--- src/rtl/alarm_pkg.sv ---
package alarm_pkg;

    localparam int ALARM_COUNT     = 2;
    localparam int FIELDS          = 4;
    localparam int DATA_W          = 8;
    localparam int REG_AW          = 4;
    localparam int FIELD_SEL_W     = $clog2(FIELDS);
    localparam int SLOT_SEL_W      = REG_AW - FIELD_SEL_W;

    localparam logic [REG_AW-1:0] ADDR_CTRL = REG_AW'(ALARM_COUNT * FIELDS);
    localparam logic [REG_AW-1:0] ADDR_STAT = REG_AW'(ALARM_COUNT * FIELDS + 1);

    localparam int MASK_BIT = DATA_W - 1;

    typedef logic [FIELDS-1:0][DATA_W-1:0] alarm_bytes_t;

    typedef struct packed {
        logic sqw_en;
        logic en1;
        logic en0;
    } ctrl_t;

endpackage

--- src/rtl/alarm_slot.sv ---
module alarm_slot
    import alarm_pkg::*;
(
    input  logic                   clk,
    input  logic                   rst_n,
    input  logic                   sec_tick,
    input  alarm_bytes_t           cur_time,
    input  logic                   wr_en,
    input  logic                   rd_en,
    input  logic [FIELD_SEL_W-1:0] field_sel,
    input  logic [DATA_W-1:0]      wdata,
    output alarm_bytes_t           cfg_o,
    output logic                   match_o,
    output logic                   flag_o
);

    typedef struct packed {
        alarm_bytes_t cfg;
        logic         flag;
    } slot_state_t;

    slot_state_t state_d, state_q;
    logic [FIELDS-1:0] field_ok;

    generate
        for (genvar f = 0; f < FIELDS; f++) begin : g_field
            assign field_ok[f] = state_q.cfg[f][MASK_BIT] ||
                                 (state_q.cfg[f][MASK_BIT-1:0] == cur_time[f][MASK_BIT-1:0]);
        end
    endgenerate

    assign match_o = sec_tick && (&field_ok);

    always_comb begin
        state_d = state_q;
        if (wr_en) begin
            state_d.cfg[field_sel] = wdata;
        end
        if (match_o) begin
            state_d.flag = 1'b1;
        end else if (wr_en || rd_en) begin
            state_d.flag = 1'b0;
        end
    end

    always_ff @(posedge clk) begin
        if (!rst_n) begin
            state_q <= '0;
        end else begin
            state_q <= state_d;
        end
    end

    assign cfg_o  = state_q.cfg;
    assign flag_o = state_q.flag;

endmodule

--- src/rtl/pulse_timer.sv ---
module pulse_timer #(
    parameter int PULSE_TICKS = 2048
) (
    input  logic clk,
    input  logic rst_n,
    input  logic enable,
    input  logic trigger,
    input  logic tick,
    output logic active
);

    localparam int CNT_W = $clog2(PULSE_TICKS + 1);

    typedef struct packed {
        logic [CNT_W-1:0] remain;
    } pulse_state_t;

    pulse_state_t state_d, state_q;

    always_comb begin
        state_d = state_q;
        if (!enable) begin
            state_d.remain = '0;
        end else if (trigger) begin
            state_d.remain = CNT_W'(PULSE_TICKS);
        end else if (tick && (state_q.remain != '0)) begin
            state_d.remain = state_q.remain - 1'b1;
        end
    end

    always_ff @(posedge clk) begin
        if (!rst_n) begin
            state_q <= '0;
        end else begin
            state_q <= state_d;
        end
    end

    assign active = enable && (state_q.remain != '0);

endmodule

--- src/rtl/square_wave_gen.sv ---
module square_wave_gen #(
    parameter int TICKS_PER_SEC = 32768
) (
    input  logic clk,
    input  logic rst_n,
    input  logic sec_tick,
    input  logic tick,
    output logic level
);

    localparam int PH_W = $clog2(TICKS_PER_SEC);
    localparam logic [PH_W-1:0] LAST = PH_W'(TICKS_PER_SEC - 1);
    localparam logic [PH_W-1:0] HALF = PH_W'(TICKS_PER_SEC / 2);

    typedef struct packed {
        logic [PH_W-1:0] phase;
    } sqw_state_t;

    sqw_state_t state_d, state_q;

    always_comb begin
        state_d = state_q;
        if (sec_tick) begin
            state_d.phase = '0;
        end else if (tick) begin
            state_d.phase = (state_q.phase == LAST) ? '0 : state_q.phase + 1'b1;
        end
    end

    always_ff @(posedge clk) begin
        if (!rst_n) begin
            state_q <= '0;
        end else begin
            state_q <= state_d;
        end
    end

    assign level = state_q.phase < HALF;

endmodule

--- src/rtl/dual_alarm_irq.sv ---
module dual_alarm_irq
    import alarm_pkg::*;
#(
    parameter int TICKS_PER_SEC = 32768,
    parameter int PULSE_TICKS   = 2048
) (
    input  logic              clk,
    input  logic              rst_n,
    input  logic              sec_tick,
    input  logic              tick_32k,
    input  logic [DATA_W-1:0] cur_sec,
    input  logic [DATA_W-1:0] cur_min,
    input  logic [DATA_W-1:0] cur_hour,
    input  logic [DATA_W-1:0] cur_dow,
    input  logic              reg_wr,
    input  logic              reg_rd,
    input  logic [REG_AW-1:0] reg_addr,
    input  logic [DATA_W-1:0] reg_wdata,
    output logic [DATA_W-1:0] reg_rdata,
    output logic              irq0_n,
    output logic              irq1,
    output logic              sqw_out,
    output logic              sqw_oe
);

    typedef struct packed {
        ctrl_t ctrl;
    } top_state_t;

    top_state_t state_d, state_q;

    alarm_bytes_t                     cur_time;
    logic                             in_alarm;
    logic [SLOT_SEL_W-1:0]            slot_sel;
    logic [FIELD_SEL_W-1:0]           field_sel;
    logic [ALARM_COUNT-1:0]           slot_wr;
    logic [ALARM_COUNT-1:0]           slot_rd;
    logic [ALARM_COUNT-1:0]           slot_match;
    logic [ALARM_COUNT-1:0]           flag_q;
    alarm_bytes_t [ALARM_COUNT-1:0]   slot_cfg;
    logic                             pulse_active;
    logic                             sqw_level;

    assign cur_time  = {cur_dow, cur_hour, cur_min, cur_sec};
    assign in_alarm  = reg_addr < ADDR_CTRL;
    assign slot_sel  = reg_addr[REG_AW-1:FIELD_SEL_W];
    assign field_sel = reg_addr[FIELD_SEL_W-1:0];

    generate
        for (genvar k = 0; k < ALARM_COUNT; k++) begin : g_slot
            localparam logic [SLOT_SEL_W-1:0] IDX = SLOT_SEL_W'(k);
            assign slot_wr[k] = reg_wr && in_alarm && (slot_sel == IDX);
            assign slot_rd[k] = reg_rd && in_alarm && (slot_sel == IDX);

            alarm_slot u_slot (
                .clk       (clk),
                .rst_n     (rst_n),
                .sec_tick  (sec_tick),
                .cur_time  (cur_time),
                .wr_en     (slot_wr[k]),
                .rd_en     (slot_rd[k]),
                .field_sel (field_sel),
                .wdata     (reg_wdata),
                .cfg_o     (slot_cfg[k]),
                .match_o   (slot_match[k]),
                .flag_o    (flag_q[k])
            );
        end
    endgenerate

    pulse_timer #(
        .PULSE_TICKS (PULSE_TICKS)
    ) u_pulse (
        .clk     (clk),
        .rst_n   (rst_n),
        .enable  (state_q.ctrl.en1),
        .trigger (slot_match[1]),
        .tick    (tick_32k),
        .active  (pulse_active)
    );

    square_wave_gen #(
        .TICKS_PER_SEC (TICKS_PER_SEC)
    ) u_sqw (
        .clk      (clk),
        .rst_n    (rst_n),
        .sec_tick (sec_tick),
        .tick     (tick_32k),
        .level    (sqw_level)
    );

    always_comb begin
        state_d = state_q;
        if (reg_wr && (reg_addr == ADDR_CTRL)) begin
            state_d.ctrl = ctrl_t'(reg_wdata[$bits(ctrl_t)-1:0]);
        end
    end

    always_ff @(posedge clk) begin
        if (!rst_n) begin
            state_q <= '0;
        end else begin
            state_q <= state_d;
        end
    end

    always_comb begin
        reg_rdata = '0;
        if (in_alarm) begin
            for (int k = 0; k < ALARM_COUNT; k++) begin
                if (slot_sel == SLOT_SEL_W'(k)) begin
                    reg_rdata = slot_cfg[k][field_sel];
                end
            end
        end else if (reg_addr == ADDR_CTRL) begin
            reg_rdata = DATA_W'(state_q.ctrl);
        end else if (reg_addr == ADDR_STAT) begin
            reg_rdata = DATA_W'(flag_q);
        end
    end

    assign irq0_n  = !(flag_q[0] && state_q.ctrl.en0);
    assign irq1    = pulse_active;
    assign sqw_oe  = state_q.ctrl.sqw_en;
    assign sqw_out = state_q.ctrl.sqw_en && sqw_level;

endmodule

--- config.mk ---
export PLATFORM = sky130hd
export DESIGN_NAME = dual_alarm_irq
export DESIGN_NICKNAME = d
export VERILOG_FILES = /design/src/rtl/alarm_pkg.sv /design/src/rtl/alarm_slot.sv /design/src/rtl/pulse_timer.sv /design/src/rtl/square_wave_gen.sv /design/src/rtl/dual_alarm_irq.sv
export SDC_FILE = /design/constraint.sdc
export NUM_CORES = 1
export LEC_CHECK = 0
export ABC_CLOCK_PERIOD_IN_PS = 4200
export CAP_MARGIN = 10
export CORE_MARGIN = 5
export CORE_UTILIZATION = 50
export CTS_CLUSTER_SIZE = 10
export DETAILED_ROUTE_END_ITERATION = 10
export GPL_ROUTABILITY_DRIVEN = 0
export HOLD_SLACK_MARGIN = 0.03
export PLACE_DENSITY = 0.73
export SLEW_MARGIN = 20
export SYNTH_ARGS = -nofsm -noshare
export SYNTH_HDL_FRONTEND = slang
export SYNTH_SLANG_ARGS = --single-unit
export TNS_END_PERCENT = 1
--- constraint.sdc ---
create_clock -name clk -period 4.2 [get_ports clk]
set_clock_uncertainty 0.2 [all_clocks]
set_input_delay 0.42 -clock clk [delete_from_list [all_inputs] [get_ports clk]]
set_output_delay 0.42 -clock clk [all_outputs]
set_load 0.01 [all_outputs]
Word level (Yosys, flattened, before mapping)
Index checks and enable logic that the tools add are counted.

word-level totals
  register bits after elaboration = 96
  output and inout port bits = 12

operators by class
  add/subtract/negate cells = 2
  magnitude comparators = 4
  eq/ne operators = 12
  mux-type cells = 20
  bitwise logic cells = 2
  reductions and logical operators = 35

operators by type and width
  kind                   number
  $bwmux 32              2
  $eq 7x7->1             8
  $mux 8                 6
  $bmux 8 s2             2
  $mux 12                2
  $demux 8 s2            1
  $add 15x1->15 const B  1
  $eq 15x15->1 const B   1
  $lt 15x15->1 const B   1
  $mux 15                1
  $logic_and 1x1->1      14
  $reduce_bool 12->1     1
  $sub 12x1->12 const B  1
  $logic_or 1x1->1       10
  $eq 4x4->1 const B     2
  $reduce_and 4->1       2
  $reduce_bool 2->1      3
  $lt 4x4->1 const B     1
  $mux 1                 4
  $lt 2x3->1 const B     1
  $mux 3                 1
  $reduce_or 3->1        1
  $eq 2x1->1 const B     1
  $ge 2x1->1 const B     1
  6 further kinds        7

Longest topological paths before layout
  word-level depth = 6
  gate-level depth with buffers = 7
  gate-level depth less buffers = 7

Modules after synthesis
From an unflattened synthesis, not the netlist that was laid out.

unflattened totals
  cells, all modules = 515
  area, all modules = 5,296.3 µm²

by module, submodules not included
  module           instances  cells an instance  area an instance (µm²)
  alarm_slot       2          147                1,581.5
  dual_alarm_irq   1          67                 745.7
  square_wave_gen  1          76                 709.4
  pulse_timer      1          78                 678.2

Worst setup path before layout
No wires, ideal clock.

  path kind = register to output
  from = reg u_pulse.state_q[0] in the netlist's numbering
  to = out irq1
  arrival time = 1,607 ps
  data required time = 3,580 ps
  slack = 1,973 ps
  stages on the path, launching flop included = 6
  path buffers = 0
  cells stage by stage = dfxtp_1 > inv_1 > ha_1 > or3b_1 > nor4_4 > and2b_1

on the way
  word-level cells in the longest chain between the ends = 2

ends and longest elaborated chain
  item                    line                  RTL
  from (decl)             pulse_timer.sv:18     pulse_state_t state_d, state_q;
  from (signal assigned)  pulse_timer.sv:35     state_q <= state_d;
  $reduce_bool 12->1      pulse_timer.sv:39     assign active = enable && (state_q.remain != '0);
  $logic_and 1x1->1       pulse_timer.sv:39
  to (decl)               dual_alarm_irq.sv:21  output logic irq1,

Every way passes these cells.

Worst setup path after layout
  from = in reg_addr[1]
  to = out reg_rdata[2]

on the way
  word-level cells in the longest chain between the ends = 5
  elaborated cells on any way between the ends = 10

ends and longest elaborated chain
  item                          line                   RTL
  from (decl)                   dual_alarm_irq.sv:17   input logic [REG_AW-1:0] reg_addr,
  $bmux 8 s2                    dual_alarm_irq.sv:112  reg_rdata = slot_cfg[k][field_sel];
  $mux 8 (not written as such)  dual_alarm_irq.sv:112
  $mux 8 (2 in a row)           dual_alarm_irq.sv:111  if (slot_sel == SLOT_SEL_W'(k)) begin
  $mux 8 (*)                    dual_alarm_irq.sv:109  if (in_alarm) begin
  to (decl)                     dual_alarm_irq.sv:19   output logic [DATA_W-1:0] reg_rdata,

Mark *: on every way between the ends. The rest lies on a longest branch, timed or not. The select of a mux whose other input is x is not followed.

==> impl_results.md <==
- Outcome: finished with violations
- Violated checks: DRC
- Worst Hold Endpoint: g_slot[1].u_slot.flag_o
- Initial DRC Count: 230
- Synth Cell Area: 5196 um2
- Top cells by area, synth: dfxtp_1 37%, mux2i_1 15%, nor2b_1 8.4%
- Worst hold start: g_slot[1].u_slot.flag_o
- Area leader, netlist: dfxtp_1
- Worst VDD drop: between 0.15 and 0.2 mV
- First-pass GRT wire length: 20400 um
- CP max stage delay: ~700 ps
- Inserted Diodes: 0
- Via density: ~5.6
- Core Region: just over 10000 um2
- DRC viols: 2
- Setup tns final: 0 ps
- Worst Setup Start Kind: primary input
- R2R Path Start: u_sqw.state_q[1]
- Synthesis warning total: 0
- IO Pins: 62
- Syn Nets: about 570
- Buffers on Ports: 57
- Max Clock Freq: ~300 MHz
- TritonCTS clock tree: built
- Post-layout util: 0.5969
- Hold Vio Cnt, Final: 0
- Htree depth: 3
- Area of the multi-input gates: 3144 um2
- Filler cells: between 800 and 900
- Seq cells post-synth: 96
- DR WL/cell: between 15 and 20 um
- RSZ-0062 raised after global routing: false
- Die ar.: roughly 13000 um2
- R2r worst-path depth: 6
- Rel. slew slack: 0.4562
- Clock root cell: clkbuf_8
- Worst r2r dst: u_sqw.state_q[13]
- Lkg Pwr: 0.002315 uW
- Via Count: 3917
- Post-route clock period utilization: 0.7915
- Main flop type after synthesis: dfxtp_1
- Critical Path Sink Type: primary output
- Post-CTS sizing: 0
- Clk pin slew, worst setup/hold paths: 90 ps
- Hold WS: 288.8 ps
- Minimum clock period after layout: about 3300 ps
- Cts hold-fix bufs: 0
- Overflow after GRT: 0
- Antenna-violating nets left: 0
- Delay-heaviest family, CP: buffers and inverters
- Power Density: 302.5 nW/um2
- Initial antenna violation count: 0
- Post-synth top area share: 0.3699
- Netlist cell types: 48
- Vias in the first global route: between 3k and 4k
- Worst path required time: approximately 3600 ps
- Critical path class: primary input to primary output
- Most frequent cell on the critical path: clkdlybuf4s50_1
- Num rows: 37
- Insertion delay to the later sink of the worst-skew pair: roughly 360 ps
- Number of max-cap violations: 0
- Mapped Cells: 516
- Share of cells above drive strength 1: 0.09220
- R2R Setup Slk: 1900 ps
- Hold Crit Class: flip-flop to flip-flop
- Largest net degree at the start of global routing: 44
- Crit path cell chain: clkdlybuf4s50_1 -> buf_4 -> nor2_1 -> a31oi_1 -> o21ai_0 -> clkdlybuf4s50_1
- DP Wirelength: around 9800 um
- Count of final max-slew check failures: 0
- Number of flops mapped to enable cells by yosys: 0
- Pre-CTS setup slack: slightly below 900 ps
- Drt pass-1 iters: 7
- # nets final: just over 600
- Tot GR Track Use: 0.2047
- Final worst-path setup slack: 875.6 ps
- Die Wd: around 110 um
- Clk buf depth: 2
- Drt total wl: 12610 um
- WHS Path Cells: 2
- Setup bufs post-CTS: 0
- Buf/Inv on CP: 3
- Post-synth top cells: 96 x dfxtp_1, 78 x mux2i_1, 70 x nor2b_1
- Initial Util: 0.5079
- Worst-margin pin slew: approximately 800 ps
- P&R area growth vs syn: 17.53%
- DIE HEIGHT: between 100 and 150 um
- Syn Area/Cell: 10.07 um2
- Num CTS Buffers: 9
- Critical Path Fanout Max: 13
- Clock Sinks: 96
- FF/Latch Area: 1922 um2
- Post-synthesis sequential area ratio: 0.3699
- WP data arrival: around 2700 ps
- Asr flop ratio synth: 0
- Final setup fails: 0
- Slowest-stage cell, CP: clkdlybuf4s50_1
- Top-count cell post-synth: dfxtp_1
## cells in the final DEF (no fill, tap or decap), drive strengths merged, types with 3 or more instances in the layout
cell type / count
clkbuf: 11
xnor2: 34
or3: 4
dfxtp: 96
and3: 5
inv: 3
mux4: 16
nor4: 12
nand2: 16
and2: 3
xor2: 40
a41oi: 7
nor2b: 70
ha: 3
a21oi: 3
nor3: 9
nand3: 7
nand4: 8
mux2i: 78
buf: 8
nor2: 42
o21ai: 6
bufinv: 3
clkdlybuf4s50: 56
## cell families after synthesis
family / after synthesis / synth area share
AND/OR/NAND/NOR: 189 / 0.2150
adder cells (fa/ha/maj): 3 / 0.007224
AO/OA/AOI/OAI: 26 / 0.03491
buffers and inverters: 33 / 0.02649
multiplexers: 95 / 0.2218
flip-flops: 96 / 0.3699
XOR/XNOR: 74 / 0.1247
## layer usage
metal	global-route usage	wire length, um	vias to the layer above
li1	-	-	1883
met1	0.3014	6088	1910
met2	0.3102	5695	102
met3	0.02772	554	22
met4	0.06651	269	0
met5	0	0	-
## worst max-delay path by stage
stage / cells after the start / from / slack [ps] / endpoint
after detailed placement: 6 / reg_addr[1] / 880 / reg_rdata[1]
after floorplan: 5 / u_pulse.state_q[0] / 1970 / irq1
after global placement: 6 / reg_addr[1] / 900 / reg_rdata[0]
after CTS: 6 / reg_addr[1] / 860 / reg_rdata[2]
after global routing: 6 / reg_addr[1] / 750 / reg_rdata[2]
final: 6 / reg_addr[1] / 880 / reg_rdata[2]
## report_power, final
part,internal [uW],switching (uW),leakage [uW]
logic,96.5,92.1,0.00142
clock network,422,308,0.000121
registers,918,9.83,0.000774
## registers in the layout, indices dropped and copies added (netlist names)
| register | cells |
|---|---|
| g_slot.u_slot.cfg_o | 64 |
| g_slot.u_slot.flag_o | 2 |
| sqw_oe | 1 |
| state_q | 2 |
| u_pulse.state_q | 12 |
| u_sqw.state_q | 15 |
## worst reg2reg max path, delay by kind of cell, from the launching register on
kind / cells / cell delay, ps
compound gates: 1 / 710
simple gates: 4 / 630
fa+ha+maj: 1 / 240
flops: 1 / 380
## cell type report
class                   instances  share of cell area
repair buffers                 64              0.1012
clock inverters                 3             0.01475
inverters                       3            0.001844
flip-flops and latches         96              0.3147
well taps                     136             0.02786
clock buffers                  11             0.02479
multi-input cells             387              0.5149
## per-stage QoR
stage          std cells  area [um2]  total power [uW]
3_3_place_gp         686        5866              1135
6_report             700        6107              1847
3_5_place_dp         686        5866              1138
2_1_floorplan        516        5196              1057
5_1_grt              700        6107              1918
4_1_cts              700        6107              1863
Power figures use the tool's default switching activity.
